`src/rtl/mcast_hash_filter.sv`:
```
module mcast_hash_filter #(
  parameter int NB       = 6,
  parameter int HB       = 6,
  parameter int PROM_BIT = 15
) (
  input  logic              clk,
  input  logic              rst_n,
  input  logic [8*NB-1:0]   cfg_station,
  input  logic [2**HB-1:0]  cfg_hash,
  input  logic [15:0]       cfg_mode,
  input  logic              in_start,
  input  logic              in_valid,
  input  logic [7:0]        in_byte,
  output logic              out_done,
  output logic              out_accept
);
  localparam int          AW   = 8 * NB;
  localparam int          CW   = $clog2(NB + 1);
  localparam logic [31:0] POLY = 32'hEDB88320;

  function automatic logic [31:0] crc_step(input logic [31:0] c, input logic [7:0] d);
    logic [31:0] r;
    r = c;
    for (int b = 0; b < 8; b++) begin
      if (r[0] ^ d[b]) r = (r >> 1) ^ POLY;
      else             r = r >> 1;
    end
    return r;
  endfunction

  logic          active;
  logic [CW-1:0] cnt;
  logic [31:0]   crc;
  logic [AW-1:0] da;
  logic [AW-1:0] da_nxt;

  wire           take    = in_valid && (in_start || active);
  wire [CW-1:0]  pos     = in_start ? '0 : cnt;
  wire           last    = take && (pos == CW'(NB - 1));
  wire [31:0]    crc_nxt = crc_step(in_start ? 32'hFFFFFFFF : crc, in_byte);
  wire [HB-1:0]  idx     = crc_nxt[31 -: HB];

  always_comb begin
    da_nxt = da;
    da_nxt[8*pos +: 8] = in_byte;
  end

  wire is_grp  = da_nxt[0];
  wire is_bc   = &da_nxt;
  wire uni_ok  = (da_nxt == cfg_station);
  wire verdict = cfg_mode[PROM_BIT] | is_bc | (is_grp ? cfg_hash[idx] : uni_ok);

  always_ff @(posedge clk) begin
    if (!rst_n) begin
      active     <= 1'b0;
      cnt        <= '0;
      crc        <= '1;
      da         <= '0;
      out_done   <= 1'b0;
      out_accept <= 1'b0;
    end else begin
      out_done   <= last;
      out_accept <= last && verdict;
      if (take) begin
        crc    <= crc_nxt;
        da     <= da_nxt;
        cnt    <= pos + CW'(1);
        active <= !last;
      end
    end
  end


  accept_needs_done_chk: assert property (@(posedge clk) disable iff (!rst_n)
    out_accept |-> out_done);


  done_single_chk: assert property (@(posedge clk) disable iff (!rst_n)
    out_done |=> !out_done);


  done_after_byte_chk: assert property (@(posedge clk) disable iff (!rst_n)
    out_done |-> $past(in_valid));


  start_no_done_chk: assert property (@(posedge clk) disable iff (!rst_n)
    (in_valid && in_start) |=> !out_done);


  promisc_accept_chk: assert property (@(posedge clk) disable iff (!rst_n)
    (out_done && $past(cfg_mode[PROM_BIT])) |-> out_accept);


  bcast_accept_chk: assert property (@(posedge clk) disable iff (!rst_n)
    (in_valid && !in_start && active && cnt == CW'(NB - 1) &&
     in_byte == 8'hFF && da[AW-9:0] == '1) |=> out_accept);
endmodule

```
`config.mk`:
```
export PLATFORM = sky130hd
export DESIGN_NAME = mcast_hash_filter
export DESIGN_NICKNAME = d
export VERILOG_FILES = /design/src/rtl/mcast_hash_filter.sv
export SDC_FILE = /design/constraint.sdc
export NUM_CORES = 1
export LEC_CHECK = 0
export BUFFER_PORTS_ARGS = -buffer_cell sky130_fd_sc_hd__clkbuf_2
export CAP_MARGIN = 15
export CORE_AREA = 2 2 129 156
export DETAILED_ROUTE_END_ITERATION = 6
export DIE_AREA = 0 0 131 158
export PLACE_DENSITY = 0.65
export SLEW_MARGIN = 20
export SYNTH_ARGS = -nofsm -noshare
export SYNTH_HDL_FRONTEND = slang
export SYNTH_SLANG_ARGS = --single-unit
```
`constraint.sdc`:
```
create_clock -name clk -period 5.4 [get_ports clk]
set_input_delay 0.54 -clock clk [delete_from_list [all_inputs] [get_ports clk]]
set_output_delay 0.54 -clock clk [all_outputs]
set_load 0.02 [all_outputs]
```
==> results.tsv, run 1 <==
stage	metric	value	unit
power	vdd_drop_max	0.144	mV
die	num_rows	56	
critical_path	worstPathArrival	4.75	ns
critical_path	cp_cell_sequence	nor2b_1 > inv_1 > ha_1 > ha_1 > nor4bb_4 > mux2i_1 > xnor2_1 > nor4_1 > nand4_1 > nor4_1 > a41o_1 > o21ai_0 > a31oi_1	
placement	port_buffers	126	
logic_synthesis	synth_fp_nets	952	
critical_path	r2r_end	out_accept$_SDFF_PN0_	
layout	layout_commonest_cell	nand2_1	
power	switching_share	34.5	%
sta	period_needed	4.46	ns
layout	diodes	0	
route	drc	0	
sta	setup_viol	0	
critical_path	critical_path.max_fanout	11	
critical_path	worstPathRequired	5.68	ns
power	combPwrFrac	40.1	%
outcome	status	finished clean	
die	ios	142	
placement	hpwl	14.1	mm
route	drt_iter0_drc	368	
logic_synthesis	synthArstFlopShare	0	%
grt	antenna_found_initial	0	
min_path	hold_depth	2	
sta	fmax	224	MHz
grt	first_global_vias	5687	
logic_synthesis	yosys_warnings	0	
critical_path	reg2reg_depth	13	
critical_path	end_kind	flip-flop	
critical_path	start_kind	flip-flop	
route	routed_wl	19.5	mm
critical_path	rr_startpoint	cnt[0]$_SDFFE_PN0P_	
sta	hold_slack	0.469	ns
layout	drive_gt1_share	21.4	%
logic_synthesis	synth_edf_count	0	
critical_path	cpPeakStageDelay	0.71	ns
cts	postCtsHoldBufs	0	
min_path	min_from	da[40]$_SDFFE_PN0P_	
cts	cts_root_buf	clkbuf_16	
logic_synthesis	ys_ff_latch	86	
logic_synthesis	ys_seq_area_share	26.0	%
power	p_seq_share	31.3	%
cts	cts-buffers-inserted	9	
die	core	19300	µm²
sta	report.final.slew_viol_count	0	
sta	relSlewSlack	45.0	%
route	vias	5955	
die	initial_utilization	34.3	%
grt	overflow	0	
layout	synthToLayoutAreaGrowth	17.3	%
logic_synthesis	yosysUniqueCellTypes	66	
cts	clock-sinks	86	
layout	finalNetCount	1042	
min_path	holdPathEnd	da[40]$_SDFFE_PN0P_	
cts	cts_max_path_buffers	2	
critical_path	cp_slowest_cell	nor4bb_4	
min_path	hold_path_class	flip-flop to flip-flop	
cts	cts_tree	yes	
die	die_y	158	µm
logic_synthesis	syn-cell-area	6610	µm²
sta	hold_violations	0	
sta	tightest_slew	0.825	ns
cts	htree_levels	3	
run	maxCapViolations	0	
die	die_x	131	µm
logic_synthesis	synthCells	807	
grt	grt_pass1_wl	30.2	mm
power	p_leak	2.96	nW
critical_path	r2r_setup_slack	0.94	ns
cts	worstSkewPairLatency	0.35	ns
sta	skew	0.00805	ns
logic_synthesis	avgSynthCellArea	8.20	µm²
cts	clk_pin_slew_worst_paths	0.07	ns
critical_path	crit_type	flip-flop to flip-flop	
grt	grt_start_max_net_pins	85	
sta	rsz0062_at_grt	no	
power	clockPowerShare	28.6	%
sta	finalCritPeriodShare	82.6	%
die	die_area	20700	µm²
cts	postCtsSetupBuffers	0	
logic_synthesis	synth_ff_type	dfxtp_1	
power	power.total	0.00224	W
route	wl_per_cell	16.7	µm
sta	finalSetupTns	0	ns
placement	gp_congestion	0.851	
power	p_int	0.00147	W
power	power_density	289	nW/µm²
power	p_sw	0.000775	W
route	post_drt_via_cell_ratio	5.12	
grt	grtUsageTotal	19.0	%
layout	layout_common_cells	nand2_1, clkbuf_2, dfxtp_1	
cts	cts_resized	0	
route	first_pass_iters	5	
route	final_antenna_net_count	0	
worst max path at each step:
stage	cells after the start	startpoint	endpoint	slack [ns]
6_report	13	cnt[0]$_SDFFE_PN0P_	out_accept$_SDFF_PN0_	0.94
3_5_place_dp	14	in_start	out_accept$_SDFF_PN0_	0.69
2_1_floorplan	18	in_start	out_accept$_SDFF_PN0_	0.89
4_1_cts	13	cnt[0]$_SDFFE_PN0P_	out_accept$_SDFF_PN0_	1.0
5_1_grt	13	cnt[0]$_SDFFE_PN0P_	out_accept$_SDFF_PN0_	0.60
3_3_place_gp	15	in_start	out_accept$_SDFF_PN0_	0.74
cell usage after synthesis, types with 8 or more instances:
cell type  instances  share of area, %
dfxtp_1           86                26
nand3_1           20               1.5
o211ai_1          34               3.9
a21oi_1           14               1.1
mux2i_1           40               6.1
nor2_1            58               3.3
buf_1              8              0.45
nor2b_1            8              0.76
inv_1             17              0.96
nand2_1          149               8.5
xor2_1            47               6.2
o21ai_0            8              0.61
nand4_1           16               1.5
a21boi_0          48               5.4
xnor2_1           76                10
clkbuf_1          44               2.5
stage by stage:
stage,cell area (µm²),setup WS [ns],std cells,utilization [%]
5_1_grt,7760,0.600,1163,40.3
6_report,7760,0.939,1163,40.3
3_5_place_dp,7460,0.685,1147,38.7
4_1_cts,7760,0.999,1163,40.3
2_1_floorplan,6610,0.892,807,-
3_3_place_gp,7460,0.741,1147,38.7
power groups by stage:
stage	Sequential, W	Clock, W	Combinational [W]
3_5_place_dp	0.000717	0	0.000902
5_1_grt	0.000707	0.000678	0.000986
6_report	0.000702	0.000642	0.000899
3_3_place_gp	0.000716	0	0.000901
4_1_cts	0.000702	0.000651	0.000906
2_1_floorplan	0.000701	0	0.000731
layout make-up:
class,count,area [µm²]
clock buffers,9,225
clock inverters,7,73.8
fillers,1942,11500
multi-input cells,641,4600
flip-flops and latches,86,1720
well taps,261,327
inverters,17,63.8
repair buffers,142,751
kinds of logic after synthesis:
kind of cell	after synthesis	synth area share, %
compound gates	141	15.7
flops	86	26.0
buf+inv	80	5.11
xor+xnor	133	19.6
mux	58	11.3
simple gates	304	21.4
fa+ha+maj	5	0.946
per-layer routing:
| metal | up-vias | global-route usage (%) | part of all wire [%] | wire [µm] |
|---|---|---|---|---|
| li1 | 2967 | - | - | - |
| met1 | 2792 | 25.4 | 44 | 8560 |
| met2 | 167 | 30.8 | 49 | 9510 |
| met3 | 29 | 2.64 | 4.4 | 861 |
| met4 | 0 | 7.45 | 2.7 | 529 |
| met5 | - | 0 | 0 | 0 |
state kept, by name (all words and copies together), names as in the netlist:
signal and count:
out_accept 1, cnt 3, da 48, out_done 1, active 1, crc 32
critical path: cells and delay by family, from the launching register on:
kind                     cells  cell delay (ns)
adder cells (fa/ha/maj)      2             0.64
AND/OR/NAND/NOR              5             2.04
buffers and inverters        1             0.08
XOR/XNOR                     1             0.10
multiplexers                 1             0.31
AO/OA/AOI/OAI                3             0.71
flip-flops                   1             0.51
Note: power is estimated with default switching activity, not from simulation.
==> inputs of run 2 (changes only) <==
--- a/config.mk
+++ b/config.mk
@@ -10,7 +10,7 @@
 export CORE_AREA = 2 2 129 156
 export DETAILED_ROUTE_END_ITERATION = 6
 export DIE_AREA = 0 0 131 158
-export PLACE_DENSITY = 0.65
+export PLACE_DENSITY = 0.67
 export SLEW_MARGIN = 20
 export SYNTH_ARGS = -nofsm -noshare
 export SYNTH_HDL_FRONTEND = slang
==> constraint.sdc (replaced) <==
create_clock -name clk -period 3.9 [get_ports clk]
set_input_delay 0.39 -clock clk [delete_from_list [all_inputs] [get_ports clk]]
set_output_delay 0.39 -clock clk [all_outputs]
set_load 0.02 [all_outputs]
==> results.tsv, run 2 (same netlist as run 1, synthesis figures left out) <==
stage	metric	value	unit	change
outcome	status	finished clean		unchanged
placement	hpwl	14.7	mm	was 14.1 mm
run	maxCapViolations	0		unchanged
cts	postCtsSetupBuffers	0		unchanged
cts	clk_pin_slew_worst_paths	0.07	ns	about the same
power	p_leak	3.06	nW	was 2.96 nW
critical_path	rr_startpoint	cnt[0]$_SDFFE_PN0P_		unchanged
critical_path	cpPeakStageDelay	0.44	ns	was 0.71 ns
critical_path	critical_path.max_fanout	13		was 11
sta	finalSetupTns	0	ns	unchanged
grt	grt_pass1_wl	30.9	mm	was 30.2 mm
layout	layout_commonest_cell	nand2_1		unchanged
placement	gp_congestion	0.922		was 0.851
cts	cts_tree	yes		unchanged
sta	rsz0062_at_grt	no		unchanged
route	vias	6186		was 5955
cts	clock-sinks	86		unchanged
sta	setup_viol	0		unchanged
die	die_area	20700	µm²	unchanged
die	ios	142		unchanged
sta	skew	0.00836	ns	was 0.00805 ns
critical_path	worstPathArrival	3.94	ns	was 4.75 ns
die	num_rows	56		unchanged
sta	fmax	273	MHz	was 224 MHz
power	power_density	392	nW/µm²	was 289 nW/µm²
layout	top_register	da		unchanged
sta	hold_violations	0		unchanged
route	first_pass_iters	5		unchanged
layout	largestRegisters	da: 48 flops, crc: 32 flops, cnt: 3 flops		unchanged
layout	largest_reg_flops	48		unchanged
route	routed_wl	19.7	mm	was 19.5 mm
die	initial_utilization	34.3	%	unchanged
critical_path	reg2reg_depth	14		was 13
placement	dp_slack	0.0943	ns	was 0.685 ns
layout	drive_gt1_share	23.3	%	was 21.4%
cts	cts_max_path_buffers	2		unchanged
min_path	hold_path_class	primary input to flip-flop		was flip-flop to flip-flop
power	vdd_drop_max	0.167	mV	was 0.144 mV
die	core	19300	µm²	unchanged
cts	cts_resized	0		unchanged
cts	postCtsHoldBufs	0		unchanged
grt	overflow	0		unchanged
sta	period_needed	3.66	ns	was 4.46 ns
cts	htree_levels	3		unchanged
cts	cts_root_buf	clkbuf_16		unchanged
min_path	hold_depth	3		was 2
layout	diodes	0		unchanged
critical_path	worstPathRequired	4.18	ns	was 5.68 ns
sta	tightest_slew	0.989	ns	was 0.825 ns
die	die_x	131	µm	unchanged
grt	first_global_vias	5902		was 5687
min_path	holdPathEnd	cnt[2]$_SDFFE_PN0P_		was da[40]$_SDFFE_PN0P_
grt	antenna_found_initial	0		unchanged
critical_path	critical_path_buf_inv_count	2		was 1
route	post_drt_via_cell_ratio	5.22		was 5.12
layout	synthToLayoutAreaGrowth	19.7	%	was 17.3%
critical_path	path_delay_family	simple AND/OR/NAND/NOR gates		unchanged
cts	worstSkewPairLatency	0.35	ns	about the same
critical_path	r2r_end	out_accept$_SDFF_PN0_		unchanged
layout	layout_common_cells	nand2_1, clkbuf_2, dfxtp_1		unchanged
route	drc	0		unchanged
critical_path	cp_cell_sequence	nor2b_1 > inv_1 > ha_1 > ha_1 > nor4bb_4 > buf_4 > mux2i_1 > xnor2_1 > nor3_1 > nand4_1 > nor4_1 > a41o_1 > o21ai_0 > a31oi_1		was nor2b_1 > inv_1 > ha_1 > ha_1 > nor4bb_4 > mux2i_1 > xnor2_1 > nor4_1 > nand4_1 > nor4_1 > a41o_1 > o21ai_0 > a31oi_1
grt	grt_start_max_net_pins	52		was 85
min_path	min_from	in_valid		was da[40]$_SDFFE_PN0P_
route	wl_per_cell	16.6	µm	was 16.7 µm
critical_path	r2r_setup_slack	0.24	ns	was 0.94 ns
critical_path	cpMostUsedCell	ha_1		
sta	layout_setup_ws	0.237	ns	was 0.939 ns
route	drt_iter0_drc	508		was 368
critical_path	start_kind	flip-flop		unchanged
critical_path	crit_type	flip-flop to flip-flop		unchanged
grt	grtUsageTotal	19.1	%	was 19.0%
sta	report.final.slew_viol_count	0		unchanged
cts	cts-buffers-inserted	9		unchanged
placement	port_buffers	126		unchanged
die	die_y	158	µm	unchanged
sta	finalCritPeriodShare	93.9	%	was 82.6%
route	final_antenna_net_count	0		unchanged
critical_path	end_kind	flip-flop		unchanged
sta	relSlewSlack	33.8	%	was 45.0%
layout	finalNetCount	1064		was 1042
critical_path	cp.depth	14		was 13
critical_path	cp_slowest_cell	nor4bb_4		unchanged
==> run 2: layout make-up <==
class                      count  area [µm²]
sequential                    86        1720
fill                        1932       11400
clock inverter                 5        33.8
tap                          261         327
timing repair buffer         164         916
clock buffer                  11         243
multi-input combinational    641        4610
inverter                      17        63.8
==> run 2: where the power goes <==
part           leakage (nW)  switching [W]  total [W]  internal [W]
registers             0.702      0.0000350   0.000964      0.000929
logic                  2.23       0.000666    0.00131      0.000642
clock network         0.132       0.000379   0.000829      0.000450
==> run 2: worst max-delay path by stage <==
stage	start	to	slack (ns)
finish	cnt[0]$_SDFFE_PN0P_	out_accept$_SDFF_PN0_	0.24
CTS	cnt[0]$_SDFFE_PN0P_	out_accept$_SDFF_PN0_	0.25
global route	cnt[0]$_SDFFE_PN0P_	out_accept$_SDFF_PN0_	0.001
floorplan	in_start	out_accept$_SDFF_PN0_	0.003
global placement	in_start	out_accept$_SDFF_PN0_	0.19
detailed placement	in_start	out_accept$_SDFF_PN0_	0.09
==> run 2: metal layers <==
layer  vias to the layer above  global-route usage, %  wire [µm]
li1                       3020                      -          -
met2                       181                   32.1       9670
met1                      2936                   24.5       8400
met5                         -                      0          0
met4                         0                   8.16        702
met3                        49                   2.37        892
==> run 2: tightest hold or removal path, delay by kind of cell <==
family / cells / cell delay (ns)
AO/OA/AOI/OAI: 2 / 0.19
buffers and inverters: 1 / 0.13
==> run 2: per-stage QoR <==
step | util, % | area [µm²] | cells | power [W] | hold slack [ns]
after floorplan | - | 6670 | 807 | 0.00199 | 0.441
after detailed placement | 39.7 | 7640 | 1169 | 0.00229 | 0.457
after global placement | 39.7 | 7640 | 1169 | 0.00228 | 0.450
after CTS | 41.1 | 7920 | 1185 | 0.00312 | 0.419
after global routing | 41.1 | 7920 | 1185 | 0.00326 | 0.445
final | 41.1 | 7920 | 1185 | 0.00310 | 0.414
==> inputs of run 3 (changes only) <==
--- a/config.mk
+++ b/config.mk
@@ -10,7 +10,9 @@
 export CORE_AREA = 2 2 129 156
 export DETAILED_ROUTE_END_ITERATION = 6
 export DIE_AREA = 0 0 131 158
+export MAX_ROUTING_LAYER = met4
 export PLACE_DENSITY = 0.67
+export RECOVER_POWER = 50
 export SLEW_MARGIN = 20
 export SYNTH_ARGS = -nofsm -noshare
 export SYNTH_HDL_FRONTEND = slang
==> constraint.sdc (replaced) <==
create_clock -name clk -period 3.9 [get_ports clk]
set_input_delay 0.78 -clock clk [delete_from_list [all_inputs] [get_ports clk]]
set_output_delay 0.78 -clock clk [all_outputs]
set_load 0.02 [all_outputs]
==> results.tsv, run 3 (same netlist as run 1, synthesis figures left out) <==
stage	metric	value	unit	change
outcome	status	complete, but fails checks		was finished clean
outcome	violations	max-capacitance violations, max-slew violations		
sta	tightest_slew	1.63	ns	was 0.989 ns
die	num_rows	56		unchanged
min_path	min_from	da[31]$_SDFFE_PN0P_		was in_valid
cts	postCtsSetupBuffers	0		unchanged
power	p_leak	3.13	nW	was 3.06 nW
placement	dpl_cell_area	7820	µm²	was 7640 µm²
sta	period_needed	3.69	ns	was 3.66 ns
placement	hpwl	15.0	mm	was 14.7 mm
critical_path	critical_path.max_fanout	6		was 13
layout	fillers	1958		was 1932
critical_path	crit_path_start	in_start		was cnt[0]$_SDFFE_PN0P_
cts	postCtsHoldBufs	0		unchanged
die	initial_utilization	34.3	%	unchanged
die	core	19300	µm²	unchanged
layout	diodes	0		unchanged
placement	port_buffers	126		unchanged
layout	finalNetCount	1079		was 1064
sta	setup_viol	0		unchanged
grt	grt_start_max_net_pins	85		was 52
layout	layout_commonest_cell	nand2_1		unchanged
cts	clk_pin_slew_worst_paths	0.06	ns	was 0.07 ns
grt	overflow	0		unchanged
cts	cts_max_path_buffers	2		unchanged
cts	cts_tree	yes		unchanged
route	routed_wl	20.0	mm	was 19.7 mm
sta	hold_violations	0		unchanged
critical_path	end_kind	flip-flop		unchanged
min_path	hold_depth	2		was 3
layout	drive_gt1_share	24.0	%	was 23.3%
min_path	hold_path_class	flip-flop to flip-flop		was primary input to flip-flop
placement	placed_cells	1184		was 1169
layout	final_cell_area	8090	µm²	was 7920 µm²
sta	layout_setup_ws	0.214	ns	was 0.237 ns
layout	largestRegisters	da: 48 flops, crc: 32 flops, cnt: 3 flops		unchanged
critical_path	worstPathArrival	3.97	ns	was 3.94 ns
route	post_drt_via_cell_ratio	5.19		was 5.22
sta	finalCritPeriodShare	94.5	%	was 93.9%
power	power_density	394	nW/µm²	was 392 nW/µm²
critical_path	reg2reg_depth	13		was 14
route	wl_per_cell	16.7	µm	was 16.6 µm
cts	cts_resized	0		unchanged
die	die_x	131	µm	unchanged
die	die_y	158	µm	unchanged
placement	gp_congestion	0.933		was 0.922
critical_path	rr_startpoint	cnt[0]$_SDFFE_PN0P_		unchanged
cts	htree_levels	3		unchanged
run	maxCapViolations	1		was 0
cts	worstSkewPairLatency	0.35	ns	about the same
critical_path	r2r_setup_slack	0.42	ns	was 0.24 ns
layout	largest_reg_flops	48		unchanged
grt	first_global_vias	5720		was 5902
die	ios	142		unchanged
die	die_area	20700	µm²	unchanged
critical_path	worstPathRequired	4.18	ns	about the same
cts	cts-buffers-inserted	9		unchanged
power	power.total	0.00319	W	was 0.00310 W
route	first_pass_iters	4		was 5
power	vdd_drop_max	0.235	mV	was 0.167 mV
layout	fin_cells	1199		was 1185
route	drt_iter0_drc	471		was 508
sta	skew	0.00747	ns	was 0.00836 ns
grt	grtUsageTotal	19.7	%	was 19.1%
route	final_antenna_net_count	0		unchanged
sta	fmax	271	MHz	was 273 MHz
sta	finalSetupTns	0	ns	unchanged
route	vias	6221		was 6186
grt	antenna_found_initial	0		unchanged
critical_path	start_kind	primary input		was flip-flop
cts	cts_root_buf	clkbuf_16		unchanged
layout	top_register	da		unchanged
sta	rsz0062_at_grt	no		unchanged
layout	layout_common_cells	nand2_1, clkbuf_2, dfxtp_1		unchanged
layout	synthToLayoutAreaGrowth	22.3	%	was 19.7%
sta	report.final.slew_viol_count	85		was 0
placement	dp_slack	-0.114	ns	was 0.0943 ns
cts	clock-sinks	86		unchanged
sta	relSlewSlack	-8.60	%	was 33.8%
route	drc	0		unchanged
critical_path	crit_type	primary input to flip-flop		was flip-flop to flip-flop
grt	grt_pass1_wl	31.0	mm	was 30.9 mm
-- run 3: power breakdown --
part	leakage [nW]	total (W)	switching, W	internal, W
clock	0.135	0.000878	0.000367	0.000511
sequential	0.702	0.000972	0.0000426	0.000929
combinational	2.29	0.00134	0.000669	0.000667
-- run 3: routing by layer --
layer / part of all wire (%) / track usage (%)
met1: 44 / 25.6
met2: 49 / 31.8
met3: 5.0 / 2.81
met4: 1.9 / 5.78
met5: 0 / -
-- run 3: area by class of cell --
cell class	instances	area (µm²)	area share, %
multi-input cells	641	4630	57.2
flip-flops and latches	86	1720	21.3
repair buffers	179	1060	13.1
well taps	261	327	4.04
clock buffers	12	246	3.05
inverters	17	63.8	0.789
clock inverters	3	45.0	0.557
-- run 3: path summary, 6_finish.rpt --
path | to
min | da[31]$_SDFFE_PN0P_
max | out_accept$_SDFF_PN0_
max reg2reg | out_accept$_SDFF_PN0_
min reg2reg | da[31]$_SDFFE_PN0P_
-- run 3: worst max-delay path, cell delays in order --
cell      delay (ns)
clkbuf_2        0.11
nor2b_1         0.14
inv_1           0.09
ha_4            0.18
ha_4            0.26
nor4bb_4        0.42
mux2i_1         0.28
xnor2_1         0.09
nor4_1          0.40
nand4_1         0.17
nor4_1          0.41
a41o_1          0.36
o21ai_1         0.14
a31oi_1         0.15
-- run 3: per-stage QoR --
step | util [%] | hold slack (ns)
floorplan | - | 0.441
global placement | 40.6 | 0.450
detailed placement | 40.6 | 0.462
CTS | 42.1 | 0.471
global route | 42.0 | 0.492
finish | 42.0 | 0.471
